## src/rtl/cseq_pkg.sv

```systemverilog
package cseq_pkg;

   typedef enum logic [2:0] {
      SQ_RESEED,
      SQ_CLEAR,
      SQ_IDLE,
      SQ_BUSY,
      SQ_STALL
   } sq_state_e;

   localparam int ST_IDLE  = 0;
   localparam int ST_STALL = 1;
   localparam int ST_LOST  = 2;
   localparam int ST_VALID = 3;
   localparam int ST_READY = 4;
   localparam int ST_W     = 5;

endpackage

```

## src/rtl/cseq_mask.sv

```systemverilog
// Per-word "touched" tracker. SET_WINS picks the priority between a clear
// and a new set in the same cycle.
module cseq_mask #(
   parameter int N        = 4,
   parameter bit SET_WINS = 1'b1
) (
   input  logic         clk,
   input  logic         rst_n,
   input  logic [N-1:0] set,
   input  logic         clr,
   output logic [N-1:0] mask,
   output logic         full_now
);

   logic [N-1:0] mask_nx;

   generate
      if (SET_WINS) begin : g_set_wins
         always_comb mask_nx = clr ? set : (mask | set);
      end else begin : g_clr_wins
         always_comb mask_nx = clr ? '0 : (mask | set);
      end
   endgenerate

   always_ff @(posedge clk or negedge rst_n) begin
      if (!rst_n) mask <= '0;
      else        mask <= mask_nx;
   end

   assign full_now = &(mask | set);

endmodule

```

## src/rtl/cseq_clear.sv

```systemverilog
// Random-wipe walker: one word per cycle while run is high.
module cseq_clear #(
   parameter int WORD_W = 32,
   parameter int WORDS  = 28,
   localparam int SEL_W = (WORDS > 1) ? $clog2(WORDS) : 1
) (
   input  logic              clk,
   input  logic              rst_n,
   input  logic              run,
   input  logic [WORD_W-1:0] rnd_in,
   output logic              we,
   output logic [SEL_W-1:0]  sel,
   output logic [WORD_W-1:0] word,
   output logic              last
);

   localparam logic [SEL_W-1:0] LAST_IDX = SEL_W'(WORDS - 1);

   logic [SEL_W-1:0] cnt;

   always_ff @(posedge clk or negedge rst_n) begin
      if (!rst_n)   cnt <= '0;
      else if (run) cnt <= (cnt == LAST_IDX) ? '0 : cnt + 1'b1;
   end

   assign we   = run;
   assign sel  = cnt;
   assign word = rnd_in;
   assign last = run && (cnt == LAST_IDX);

   AST_CLEAR_STEP: assert property (@(posedge clk) disable iff (!rst_n)
      (we && sel != LAST_IDX) |=> (we && sel == $past(sel) + 1'b1));

endmodule

```

## src/rtl/cipher_seq_ctrl.sv

```systemverilog
module cipher_seq_ctrl
   import cseq_pkg::*;
#(
   parameter int WORD_W = 32,
   parameter int N_DATA = 4,
   parameter int N_KEY  = 8,
   parameter int N_IV   = 4,
   localparam int CLR_WORDS = 2*N_KEY + N_IV + 2*N_DATA,
   localparam int SEL_W     = $clog2(CLR_WORDS)
) (
   input  logic              clk,
   input  logic              rst_n,
   input  logic              manual_mode,
   input  logic              cfg_we,
   output logic              cfg_we_ok,
   input  logic [N_DATA-1:0] din_we,
   input  logic [N_DATA-1:0] dout_re,
   input  logic              start_trigger,
   output logic              reseed_req,
   input  logic              reseed_ack,
   input  logic [WORD_W-1:0] rnd_word,
   output logic              clr_we,
   output logic [SEL_W-1:0]  clr_sel,
   output logic [WORD_W-1:0] clr_word,
   output logic              dp_start,
   input  logic              dp_done,
   output logic              out_latch,
   output logic [ST_W-1:0]   status
);

   generate
      if (WORD_W < 1)                 begin : g_bad_w  $error("WORD_W must be positive"); end
      if (N_DATA < 1 || N_DATA > 32)  begin : g_bad_d  $error("N_DATA out of range"); end
      if (N_KEY < 1 || N_IV < 0)      begin : g_bad_k  $error("key/IV word counts invalid"); end
   endgenerate

   sq_state_e state, state_nx;

   logic              clr_last;
   logic [N_DATA-1:0] din_acc;
   logic [N_DATA-1:0] wr_mask, rd_mask;
   logic              wr_full_unused, rd_full_now;
   logic              go, done_busy, unread, stall_go;
   logic              out_valid, out_lost, in_ready;

   // ---------------- random wipe ----------------
   cseq_clear #(.WORD_W(WORD_W), .WORDS(CLR_WORDS)) u_clear (
      .clk    (clk),
      .rst_n  (rst_n),
      .run    (state == SQ_CLEAR),
      .rnd_in (rnd_word),
      .we     (clr_we),
      .sel    (clr_sel),
      .word   (clr_word),
      .last   (clr_last)
   );

   // ---------------- word trackers ----------------
   assign din_acc = (state == SQ_RESEED || state == SQ_CLEAR) ? '0 : din_we;

   cseq_mask #(.N(N_DATA), .SET_WINS(1'b1)) u_wr_mask (
      .clk      (clk),
      .rst_n    (rst_n),
      .set      (din_acc),
      .clr      (go),
      .mask     (wr_mask),
      .full_now (wr_full_unused)
   );

   cseq_mask #(.N(N_DATA), .SET_WINS(1'b0)) u_rd_mask (
      .clk      (clk),
      .rst_n    (rst_n),
      .set      (dout_re),
      .clr      (out_latch),
      .mask     (rd_mask),
      .full_now (rd_full_now)
   );

   // ---------------- sequencing ----------------
   assign go        = (state == SQ_IDLE) && (manual_mode ? start_trigger : (&wr_mask));
   assign done_busy = (state == SQ_BUSY) && dp_done;
   assign unread    = out_valid && !rd_full_now;
   assign stall_go  = done_busy && !manual_mode && unread;
   assign out_latch = (done_busy && !stall_go) || ((state == SQ_STALL) && rd_full_now);

   always_comb begin
      state_nx = state;
      unique case (state)
         SQ_RESEED: if (reseed_ack)  state_nx = SQ_CLEAR;
         SQ_CLEAR:  if (clr_last)    state_nx = SQ_IDLE;
         SQ_IDLE:   if (go)          state_nx = SQ_BUSY;
         SQ_BUSY:   if (dp_done)     state_nx = stall_go ? SQ_STALL : SQ_IDLE;
         SQ_STALL:  if (rd_full_now) state_nx = SQ_IDLE;
         default:                    state_nx = SQ_RESEED;
      endcase
   end

   always_ff @(posedge clk or negedge rst_n) begin
      if (!rst_n) begin
         state     <= SQ_RESEED;
         out_valid <= 1'b0;
         out_lost  <= 1'b0;
         in_ready  <= 1'b0;
      end else begin
         state <= state_nx;

         if (out_latch)                     out_valid <= 1'b1;
         else if (out_valid && rd_full_now) out_valid <= 1'b0;

         if (done_busy && manual_mode && unread) out_lost <= 1'b1;

         if (clr_last)      in_ready <= 1'b1;
         else if (|din_acc) in_ready <= 1'b0;
         else if (go)       in_ready <= 1'b1;
      end
   end

   assign reseed_req = (state == SQ_RESEED);
   assign dp_start   = go;
   assign cfg_we_ok  = cfg_we && (state == SQ_IDLE);

   always_comb begin
      status           = '0;
      status[ST_IDLE]  = (state == SQ_IDLE);
      status[ST_STALL] = (state == SQ_STALL);
      status[ST_LOST]  = out_lost;
      status[ST_VALID] = out_valid;
      status[ST_READY] = in_ready;
   end

   // ---------------- assertions ----------------
   AST_INIT_NOT_IDLE: assert property (@(posedge clk) disable iff (!rst_n)
      (reseed_req || clr_we) |-> (!status[ST_IDLE] && !status[ST_READY]));

   AST_START_LEAVES_IDLE: assert property (@(posedge clk) disable iff (!rst_n)
      dp_start |=> !status[ST_IDLE]);

   AST_READY_AFTER_LOAD: assert property (@(posedge clk) disable iff (!rst_n)
      (dp_start && din_we == '0) |=> status[ST_READY]);

   AST_STALL_HAS_VALID: assert property (@(posedge clk) disable iff (!rst_n)
      status[ST_STALL] |-> status[ST_VALID]);

   AST_LATCH_SETS_VALID: assert property (@(posedge clk) disable iff (!rst_n)
      out_latch |=> status[ST_VALID]);

   AST_LOST_STICKY: assert property (@(posedge clk) disable iff (!rst_n)
      status[ST_LOST] |=> status[ST_LOST]);

endmodule

```

## config.mk

```make
export PLATFORM = sky130hd
export DESIGN_NAME = cipher_seq_ctrl
export DESIGN_NICKNAME = d
export VERILOG_FILES = /design/src/rtl/cseq_pkg.sv /design/src/rtl/cseq_mask.sv /design/src/rtl/cseq_clear.sv /design/src/rtl/cipher_seq_ctrl.sv
export SDC_FILE = /design/constraint.sdc
export NUM_CORES = 1
export LEC_CHECK = 0
export ABC_AREA = 0
export ABC_CLOCK_PERIOD_IN_PS = 4019
export BUFFER_PORTS_ARGS = -buffer_cell sky130_fd_sc_hd__clkbuf_2
export CAP_MARGIN = 20
export CELL_PAD_IN_SITES_DETAIL_PLACEMENT = 1
export CELL_PAD_IN_SITES_GLOBAL_PLACEMENT = 2
export CORE_MARGIN = 5
export CORE_UTILIZATION = 22
export CTS_CLUSTER_SIZE = 30
export DETAILED_ROUTE_END_ITERATION = 10
export PLACE_DENSITY = 0.94
export SLEW_MARGIN = 10
export SYNTH_ARGS = -nofsm -noshare
export SYNTH_HDL_FRONTEND = slang
export SYNTH_SLANG_ARGS = --single-unit
export TNS_END_PERCENT = 30
```

## constraint.sdc

```tcl
create_clock -name clk -period 4.02 [get_ports clk]
set_input_delay 0.402 -clock clk [delete_from_list [all_inputs] [get_ports clk]]
set_output_delay 0.402 -clock clk [all_outputs]
set_load 0.005 [all_outputs]
```

# After elaboration in Yosys (flattened, before gate mapping)

Cells that the tools add are included.

Input port bits: 47
Logic and storage cells: 61
Bits in latches: 0
Bits in writable memories: 0
Bits in read-only memories: 0
Memories kept: 0
Register bits: 19

Reduce and logical (&&, ||, !) cells: 24
Bitwise gates (word level): 2
Shift-type cells: 0
Multipliers: 0
Order comparisons: 0
Equal/unequal tests: 10
$add $sub $neg: 1
Multiplexer cells: 17
Div/mod/pow operators: 0

Operators by type and width:

| kind                                                             | count |
|---|---|
| 3-bit two-way mux                                                | 6 |
| 3-bit one-hot mux with 5 select lines                            | 1 |
| 1-bit logical AND                                                | 12 |
| 4-bit two-way mux                                                | 3 |
| 4-bit bitwise OR                                                 | 2 |
| 4-bit AND reduction                                              | 2 |
| 3-bit by 2-bit == test with 1-bit output (second input constant) | 2 |
| 1-bit two-way mux                                                | 6 |
| 2-bit by 1-bit != test with 1-bit output (second input constant) | 3 |
| 5-bit by 1-bit adder with 5-bit output (second input constant)   | 1 |
| 5-bit == test (second input constant)                            | 1 |
| 5-bit two-way mux                                                | 1 |
| 5-bit AND reduction                                              | 1 |
| 2-bit != test (second input constant)                            | 2 |
| 4-bit OR reduction                                               | 1 |
| 3-bit by 1-bit == test with 1-bit output (second input constant) | 1 |
| 3-bit == test (second input constant)                            | 1 |
| 1-bit logical NOT                                                | 3 |
| 3-bit logical NOT                                                | 1 |
| 3-bit nonzero test                                               | 1 |
| 1-bit logical OR                                                 | 2 |
| 2-bit nonzero test                                               | 1 |

# Longest topological paths before layout

Gate-level depths: netlist of the first run.

Depth after elaboration: 9
Depth in mapped cells: 5

# By module

From an unflattened synthesis of the first run, not the netlist that was laid out.

Cells, all modules: 130
Area total of the unflattened synthesis: 1,238.7 um^2

By module, submodules not included:

| module                 | instances | cells each | area each (um^2) | seq. area each (um^2) |
|---|---|---|---|---|
| cseq_clear             | 1         | 53         | 488.0            | 125.1 |
| cipher_seq_ctrl        | 1         | 52         | 457.9            | 150.1 |
| cseq_mask at u_wr_mask | 1         | 12         | 150.1            | 100.1 |
| cseq_mask at u_rd_mask | 1         | 13         | 142.6            | 100.1 |

# Worst setup path before layout of the first run

OpenSTA, ideal clock, no wires.

Path kind: register -> output
From: register state[1]
To: output out_latch
Slack: 2.367 ns
Arrival time: 1.251 ns
Stages on the path, launching flop included: 4
Cell sequence: dfrtp_1 > or3b_1 > nor3_4 > a21o_1

Cells in the longest elaborated chain, start to end: 7
Elaborated cells on any way between the ends: 9
Those cells by class: eq/ne (2); reduce/logical (7)

Ends and longest elaborated chain:

| item                                     | RTL line               | source |
|---|---|---|
| start: declaration                       | cipher_seq_ctrl.sv:37  | `sq_state_e state, state_nx;` |
| start signal: assignment                 | cipher_seq_ctrl.sv:105 | `state <= state_nx;` |
| 3-bit by 2-bit == test with 1-bit output | cipher_seq_ctrl.sv:81  | `assign done_busy = (state == SQ_BUSY) && dp_done;` |
| 1-bit logical AND                        | cipher_seq_ctrl.sv:81  |  |
| 1-bit logical AND (2 in a row)           | cipher_seq_ctrl.sv:83  | `assign stall_go = done_busy && !manual_mode && unread;` |
| 1-bit logical NOT                        | cipher_seq_ctrl.sv:84  | `assign out_latch = (done_busy && !stall_go) \|\| ((state == SQ_STALL) && rd_full_now);` |
| 1-bit logical AND                        | cipher_seq_ctrl.sv:84  |  |
| 1-bit logical OR *                       | cipher_seq_ctrl.sv:84  |  |
| end: declaration                         | cipher_seq_ctrl.sv:27  | `output logic out_latch,` |

Every way passes the cells marked *; elsewhere a longest branch is shown, timed or not.

# Final worst setup path of the first run

From: register state[0]
To: output out_latch

The elaborated chain is that of the path after synthesis.

==> metrics.cfg, run 1 <==
[final_layout]
antenna_cells=0
utilization_pct=22.5
area_growth_pct=0.306
final_net_count=168
layout-drive-gt1-share_pct=32.8

[setup_path]
critical_path_class=flop to output pin
cp_top_family=simple AND/OR/NAND/NOR gates
crit_buf_inv=1
crit_arrival_ns=1.81
path_cells=or3b_1 -> nor3_4 -> a21o_1 -> clkbuf_2
path_max_fanout=13
cp.required_ns=3.62
start_kind=flop
max_stage_delay_ns=0.51
critical_path.endpoint_type=output pin
slowest_stage=dfrtp_1

[status]
status=finished, final reports clean

[logic_synthesis]
synth_top_area_cell=dfrtp_1
synth_common_cells=35 x buf_4, 19 x dfrtp_1, 10 x nor2_1, 5 x a22o_1, 4 x a211oi_1
synth_seq_area_share_pct=38.7
netlist.area_leader.share_pct=38.7
synth-seq-cells=19
synth-edff-count=0
synthFlopType=dfrtp_1
yosysWarningCount=0
avgSynthCellArea_um2=9.82
yosysMostFrequentCell=buf_4
synthCells=125
syn_area_um2=1230
yosys.cell_types.count=42
syn_nets=173
synth-async-reset-ratio_pct=100
synthTopCellsByArea=dfrtp_1 39%, buf_4 21%, a22o_1 3.6%, nor2_1 3.1%, a211oi_1 2.4%

[clocking]
cts_sinks=19
holdBufCountCts=0
cts_made_buffers=3
insertion_delay_ns=0.26
cts_buffer_depth=2
post_cts_buffers=0
root_buffer=clkbuf_8
htreeDepth=1
cts_repair_resize_count=0
clk_pin_slew_ns=0.08
cts_tree=yes

[placement]
dp_slack_ns=2.07
dp_hpwl_um=2160
place.port_buffers=29
place.gp.congestion=0.764

[timing]
post-route-period-util_pct=55.0
layout_setup_ws_ns=1.81
finClkSkew_ns=0.00741
worst_pin_slew_ns=0.543
slew_violations=0
finalSetupViolCount=0
fmax_mhz=452
tns_ns=0
max_slew_margin_pct=63.7
rsz0062_at_grt=false
min_period_ns=2.21
hold_viol_final=0

[drt]
viasPerCell=4.57
num_vias=873
wl_per_cell_um=14.4
drtIter0Drc=9
wl_um=2750
ant_nets=0
drc=0
drtPass1Iterations=4

[job]
cap_violations=0

[pwr]
p_leak_nw=0.584
p_per_area_nw_per_um2=695
p_clk_share_pct=15.9
p_seq_share_pct=41.3
p_sw_mw=0.329
total_power_mw=0.856
switching_share_pct=38.5
p_int_mw=0.527
p_comb_share_pct=42.8
ir_drop_v=0.000167

[grt]
grt_pass1_vias=950
antenna_found_initial=0
grt_first_pass_wirelength_um=4640
grt_util_all_layers_pct=7.93
overflow=0
grt_max_degree=20

[floorplan]
core.rowCount=27
initial_core_util_pct=22.4
io_pins=94
die_area_um2=7170
die_x_um=84.7
core_area_um2=5470
die_height_um=84.7

[min_path]
hold_class=input pin to async pin

## placed cells by master, fill, tap and decap left out, types with 3 or more instances in the layout
master	n
dfrtp_1	19
inv_1	3
clkbuf_2	29
nor2_1	10
a211oi_1	4
a22o_1	5
o22ai_1	3
clkbuf_8	3
## per-layer routing
layer,wire length [um],track usage (%),vias up
met5,0,0,-
met4,46,4.03,0
met3,197,1.96,4
met2,1230,12.4,36
met1,1270,10.1,432
li1,-,-,401
## power groups by stage
stage	Combinational [mW]	Sequential, mW	Clock, mW
after floorplan	0.304	0.328	0
after global routing	0.415	0.370	0.153
after detailed placement	0.373	0.356	0
after global placement	0.360	0.350	0
final	0.366	0.353	0.136
after CTS	0.375	0.353	0.143
## final cells by class
type | count | area, um^2
inverter | 4 | 15.0
tap | 72 | 90.1
fill | 652 | 4240
clock buffer | 3 | 41.3
timing repair buffer | 29 | 145
multi-input combinational | 63 | 457
clock inverter | 1 | 7.51
sequential | 19 | 475
## worst reg2reg max path, cell delays in order (launching register included)
cell	delay (ns)
dfrtp_1	0.51
or4b_1	0.56
a2bb2oi_1	0.21
a22o_1	0.28
## path summary, 6_finish.rpt
kind / end / from / cells after the start / slack [ns]
setup / recovery: out_latch / state[0] / 4 / 1.81
hold / removal: u_clear.sel[1] / rst_n / 1 / 0.1
setup reg to reg: u_wr_mask.mask[2] / state[0] / 3 / 2.35
hold reg to reg: out_lost / out_lost / 1 / 0.47
max in group asynchronous: out_valid / rst_n / 1 / 3.58
min in group clk: u_wr_mask.mask[0] / din_we[0] / 2 / 0.37
## through the flow
stage	hold slack [ns]	std cells	instance area, um^2
floorplan	0.106	125	1230
global placement	0.385	187	1180
detailed placement	0.388	187	1180
CTS	0.106	191	1230
global route	0.131	191	1230
finish	0.0975	191	1230
## state kept, by name, summed over array words and instances (netlist names)
register / flops
u_wr_mask.mask: 4
state: 3
out_valid: 1
u_rd_mask.mask: 4
in_ready: 1
u_clear.sel: 5
out_lost: 1
## cells by family (layout without fill, tap and decap cells)
| group | after synthesis | in the layout | synth area share [%] |
|---|---|---|---|
| muxes | 3 | 3 | 2.75 |
| DFF | 19 | 19 | 38.7 |
| and+or+nand+nor | 33 | 33 | 16.9 |
| adders and majority gates | 1 | 1 | 1.02 |
| buffers and inverters | 43 | 37 | 24.1 |
| AOI/OAI and AO/OA | 26 | 26 | 16.5 |
(Power assumes the default switching activity.)
==> run 2: changes to the inputs <==
--- a/config.mk
+++ b/config.mk
@@ -5,17 +5,17 @@
 export SDC_FILE = /design/constraint.sdc
 export NUM_CORES = 1
 export LEC_CHECK = 0
-export ABC_AREA = 0
-export ABC_CLOCK_PERIOD_IN_PS = 4019
+export ABC_AREA = 1
+export ABC_CLOCK_PERIOD_IN_PS = 1900
 export BUFFER_PORTS_ARGS = -buffer_cell sky130_fd_sc_hd__clkbuf_2
 export CAP_MARGIN = 20
 export CELL_PAD_IN_SITES_DETAIL_PLACEMENT = 1
 export CELL_PAD_IN_SITES_GLOBAL_PLACEMENT = 2
 export CORE_MARGIN = 5
-export CORE_UTILIZATION = 22
+export CORE_UTILIZATION = 17
 export CTS_CLUSTER_SIZE = 30
 export DETAILED_ROUTE_END_ITERATION = 10
-export PLACE_DENSITY = 0.94
+export PLACE_DENSITY = 0.84
 export SLEW_MARGIN = 10
 export SYNTH_ARGS = -nofsm -noshare
 export SYNTH_HDL_FRONTEND = slang
==> constraint.sdc (replaced) <==
create_clock -name clk -period 1.9 [get_ports clk]
set_input_delay 0.19 -clock clk [delete_from_list [all_inputs] [get_ports clk]]
set_output_delay 0.19 -clock clk [all_outputs]
set_load 0.005 [all_outputs]
==> run 2 against run 1 <==
Critical path depth did not move; worst setup slack got worse by 1.6 ns; register-to-register slack got worse by 1.9 ns; synthesized cell count rose by 29%; routed wire length rose by 0.44%; sequential share of layout area fell by 2.2 points; total power rose by 110%; clock power rose by 100%.
==> metrics.cfg, run 2 <==
[placement]
dpl_cell_area_um2=1250  ; +5.6%
place.gp.congestion=0.695  ; -9.1%
dp_hpwl_um=2330  ; +7.9%
place.port_buffers=29  ; unchanged

[final_layout]
seq_area_um2=475  ; unchanged
layout-drive-gt1-share_pct=29.4  ; -3.4 points
final_net_count=209  ; +24%
antenna_cells=0  ; unchanged
area_growth_pct=5.04
largest_reg_flops=5  ; unchanged
multi_input_comb_area_um2=415  ; -9.0%
final_common_cell=clkbuf_2
finalInstanceArea_um2=1310  ; +6.0%
layout_common_cells=29 x clkbuf_2, 28 x nand2_1, 20 x nor2_1
utilization_pct=18.2  ; -4.3 points
nFillCells=875  ; +34%

[timing]
min_period_ns=1.68
tns_ns=0  ; unchanged
finClkSkew_ns=0.00527  ; -0.00214 ns
post-route-period-util_pct=88.3
finalSetupViolCount=0  ; unchanged
max_slew_margin_pct=67.4  ; +3.7 points
fin_hold_ws_ns=0.178  ; +0.0800 ns
worst_pin_slew_ns=0.489  ; -0.0540 ns
fmax_mhz=596
rsz0062_at_grt=false
slew_violations=0  ; unchanged
hold_viol_final=0  ; unchanged

[setup_path]
crit_arrival_ns=1.49  ; -0.32 ns
critical_path_class=flop to output pin
path_max_fanout=6  ; -7
cp.required_ns=1.71  ; -1.91 ns
critical_path.endpoint_type=output pin
start_kind=flop

[clocking]
post_cts_buffers=0  ; unchanged
htreeDepth=1  ; unchanged
cts_tree=yes
insertion_delay_ns=0.25  ; about the same
clk_pin_slew_ns=0.07  ; about the same
holdBufCountCts=1  ; +1
root_buffer=clkbuf_8
cts_repair_resize_count=0  ; unchanged
cts_buffer_depth=2  ; unchanged
cts_sinks=19  ; unchanged
cts_made_buffers=3  ; unchanged

[drt]
drc=0  ; unchanged
viasPerCell=3.54  ; -23%
ant_nets=0  ; unchanged
drtPass1Iterations=2  ; -2
wl_per_cell_um=10.7  ; -26%
drtIter0Drc=24  ; +15
num_vias=916  ; +4.9%
wl_um=2760  ; +0.44%

[logic_synthesis]
netlist.area_leader.share_pct=38.3  ; -0.47 points
synthTopCellsByArea=dfrtp_1 38%, buf_4 21%, nand2_1 8.5%, nor2_1 6.0%, inv_1 5.7%
avgSynthCellArea_um2=7.72  ; -21%
synth_top_area_cell=dfrtp_1
synthFlopType=dfrtp_1
synth_seq_area_share_pct=38.3  ; -0.47 points
yosys.cell_types.count=23  ; -45%
synth-async-reset-ratio_pct=100  ; unchanged
synth-seq-cells=19  ; unchanged
synth-edff-count=0  ; unchanged
synthCells=161  ; +29%
yosysWarningCount=0  ; unchanged
yosysMostFrequentCell=buf_4
syn_nets=209  ; +21%
syn_area_um2=1240  ; +1.2%
synth_common_cells=35 x buf_4, 28 x nand2_1, 20 x nor2_1, 19 x dfrtp_1, 19 x inv_1

[grt]
antenna_found_initial=0  ; unchanged
grt_util_all_layers_pct=6.36  ; -1.6 points
grt_max_degree=20  ; unchanged
grt_first_pass_wirelength_um=4520  ; -2.7%
grt_pass1_vias=1042  ; +9.7%
overflow=0  ; unchanged

[min_path]
hold_class=input pin to flop

[floorplan]
die_area_um2=9120  ; +27%
die_height_um=95.5  ; +13%
io_pins=94  ; unchanged
core.rowCount=31  ; +15%
die_x_um=95.5  ; +13%
initial_core_util_pct=17.3  ; -5.1 points
core_area_um2=7180  ; +31%

[pwr]
ir_drop_v=0.000321  ; +93%
p_leak_nw=0.703  ; +20%
p_per_area_nw_per_um2=1410  ; +100%
total_power_mw=1.83  ; +110%

[job]
cap_violations=0  ; unchanged

[status]
status=finished, final reports clean

-- run 2: cell count changes after synthesis, moves of 3 or more --
cell,before,now
o22ai_1,3,0
a22o_1,5,1
a211oi_1,4,0
inv_1,3,19
nor2_2,0,3
nor2_1,10,20
nand2_1,2,28
nand3_1,2,10
-- run 2: cell families after synthesis --
| family | synth area share (%) |
|---|---|
| xor gates and xnor gates | 0.705 |
| and+or+nand+nor | 26.8 |
| DFF | 38.3 |
| adders and majority gates | 1.01 |
| AOI/OAI and AO/OA | 4.93 |
| buffers and inverters | 28.3 |
-- run 2: metrics by stage --
| stage | worst slack (ns) | cells |
|---|---|---|
| floorplan | 0.684 | 161 |
| global placement | 0.474 | 254 |
| detailed placement | 0.472 | 254 |
| CTS | 0.182 | 259 |
| global route | 0.0628 | 259 |
| finish | 0.222 | 259 |
-- run 2: routing by layer --
metal	share of wire (%)	up-vias	track usage [%]
met5	0	-	0
met4	0.33	0	3.44
met3	5.9	2	1.66
met2	51	22	11.3
met1	42	437	6.84
li1	-	455	-
-- run 2: cell type report --
class / instances / share of cell area [%]
Tap cell: 99 / 9.49
Multi-Input combinational cell: 84 / 31.8
Timing Repair Buffer: 30 / 11.9
Inverter: 23 / 6.81
Sequential cell: 19 / 36.4
Clock buffer: 3 / 3.16
Clock inverter: 1 / 0.384
-- run 2: final timing paths --
check	start	end	slack, ns	cells past startpoint
hold / removal	din_we[1]	u_wr_mask.mask[1]	0.18	3
min in group asynchronous	rst_n	u_clear.sel[0]	0.43	2
setup / recovery	state[1]	out_latch	0.22	4
hold reg to reg	out_lost	out_lost	0.48	1
setup reg to reg	state[1]	u_clear.sel[3]	0.48	6
max in group asynchronous	rst_n	state[2]	1.14	2
-- run 2: worst max-delay path, cell delays in order, from the launching register on --
cell and delay (ns):
dfrtp_1 0.48, nor3_2 0.34, nand3_1 0.16, nand2_2 0.14, clkbuf_2 0.12
-- run 2: where the power goes --
group	switching (mW)	leakage, nW	internal [mW]	total (mW)
clock	0.133	0.0255	0.146	0.278
combinational	0.504	0.461	0.335	0.839
sequential	0.143	0.216	0.574	0.717
total	0.780	0.703	1.05	1.83
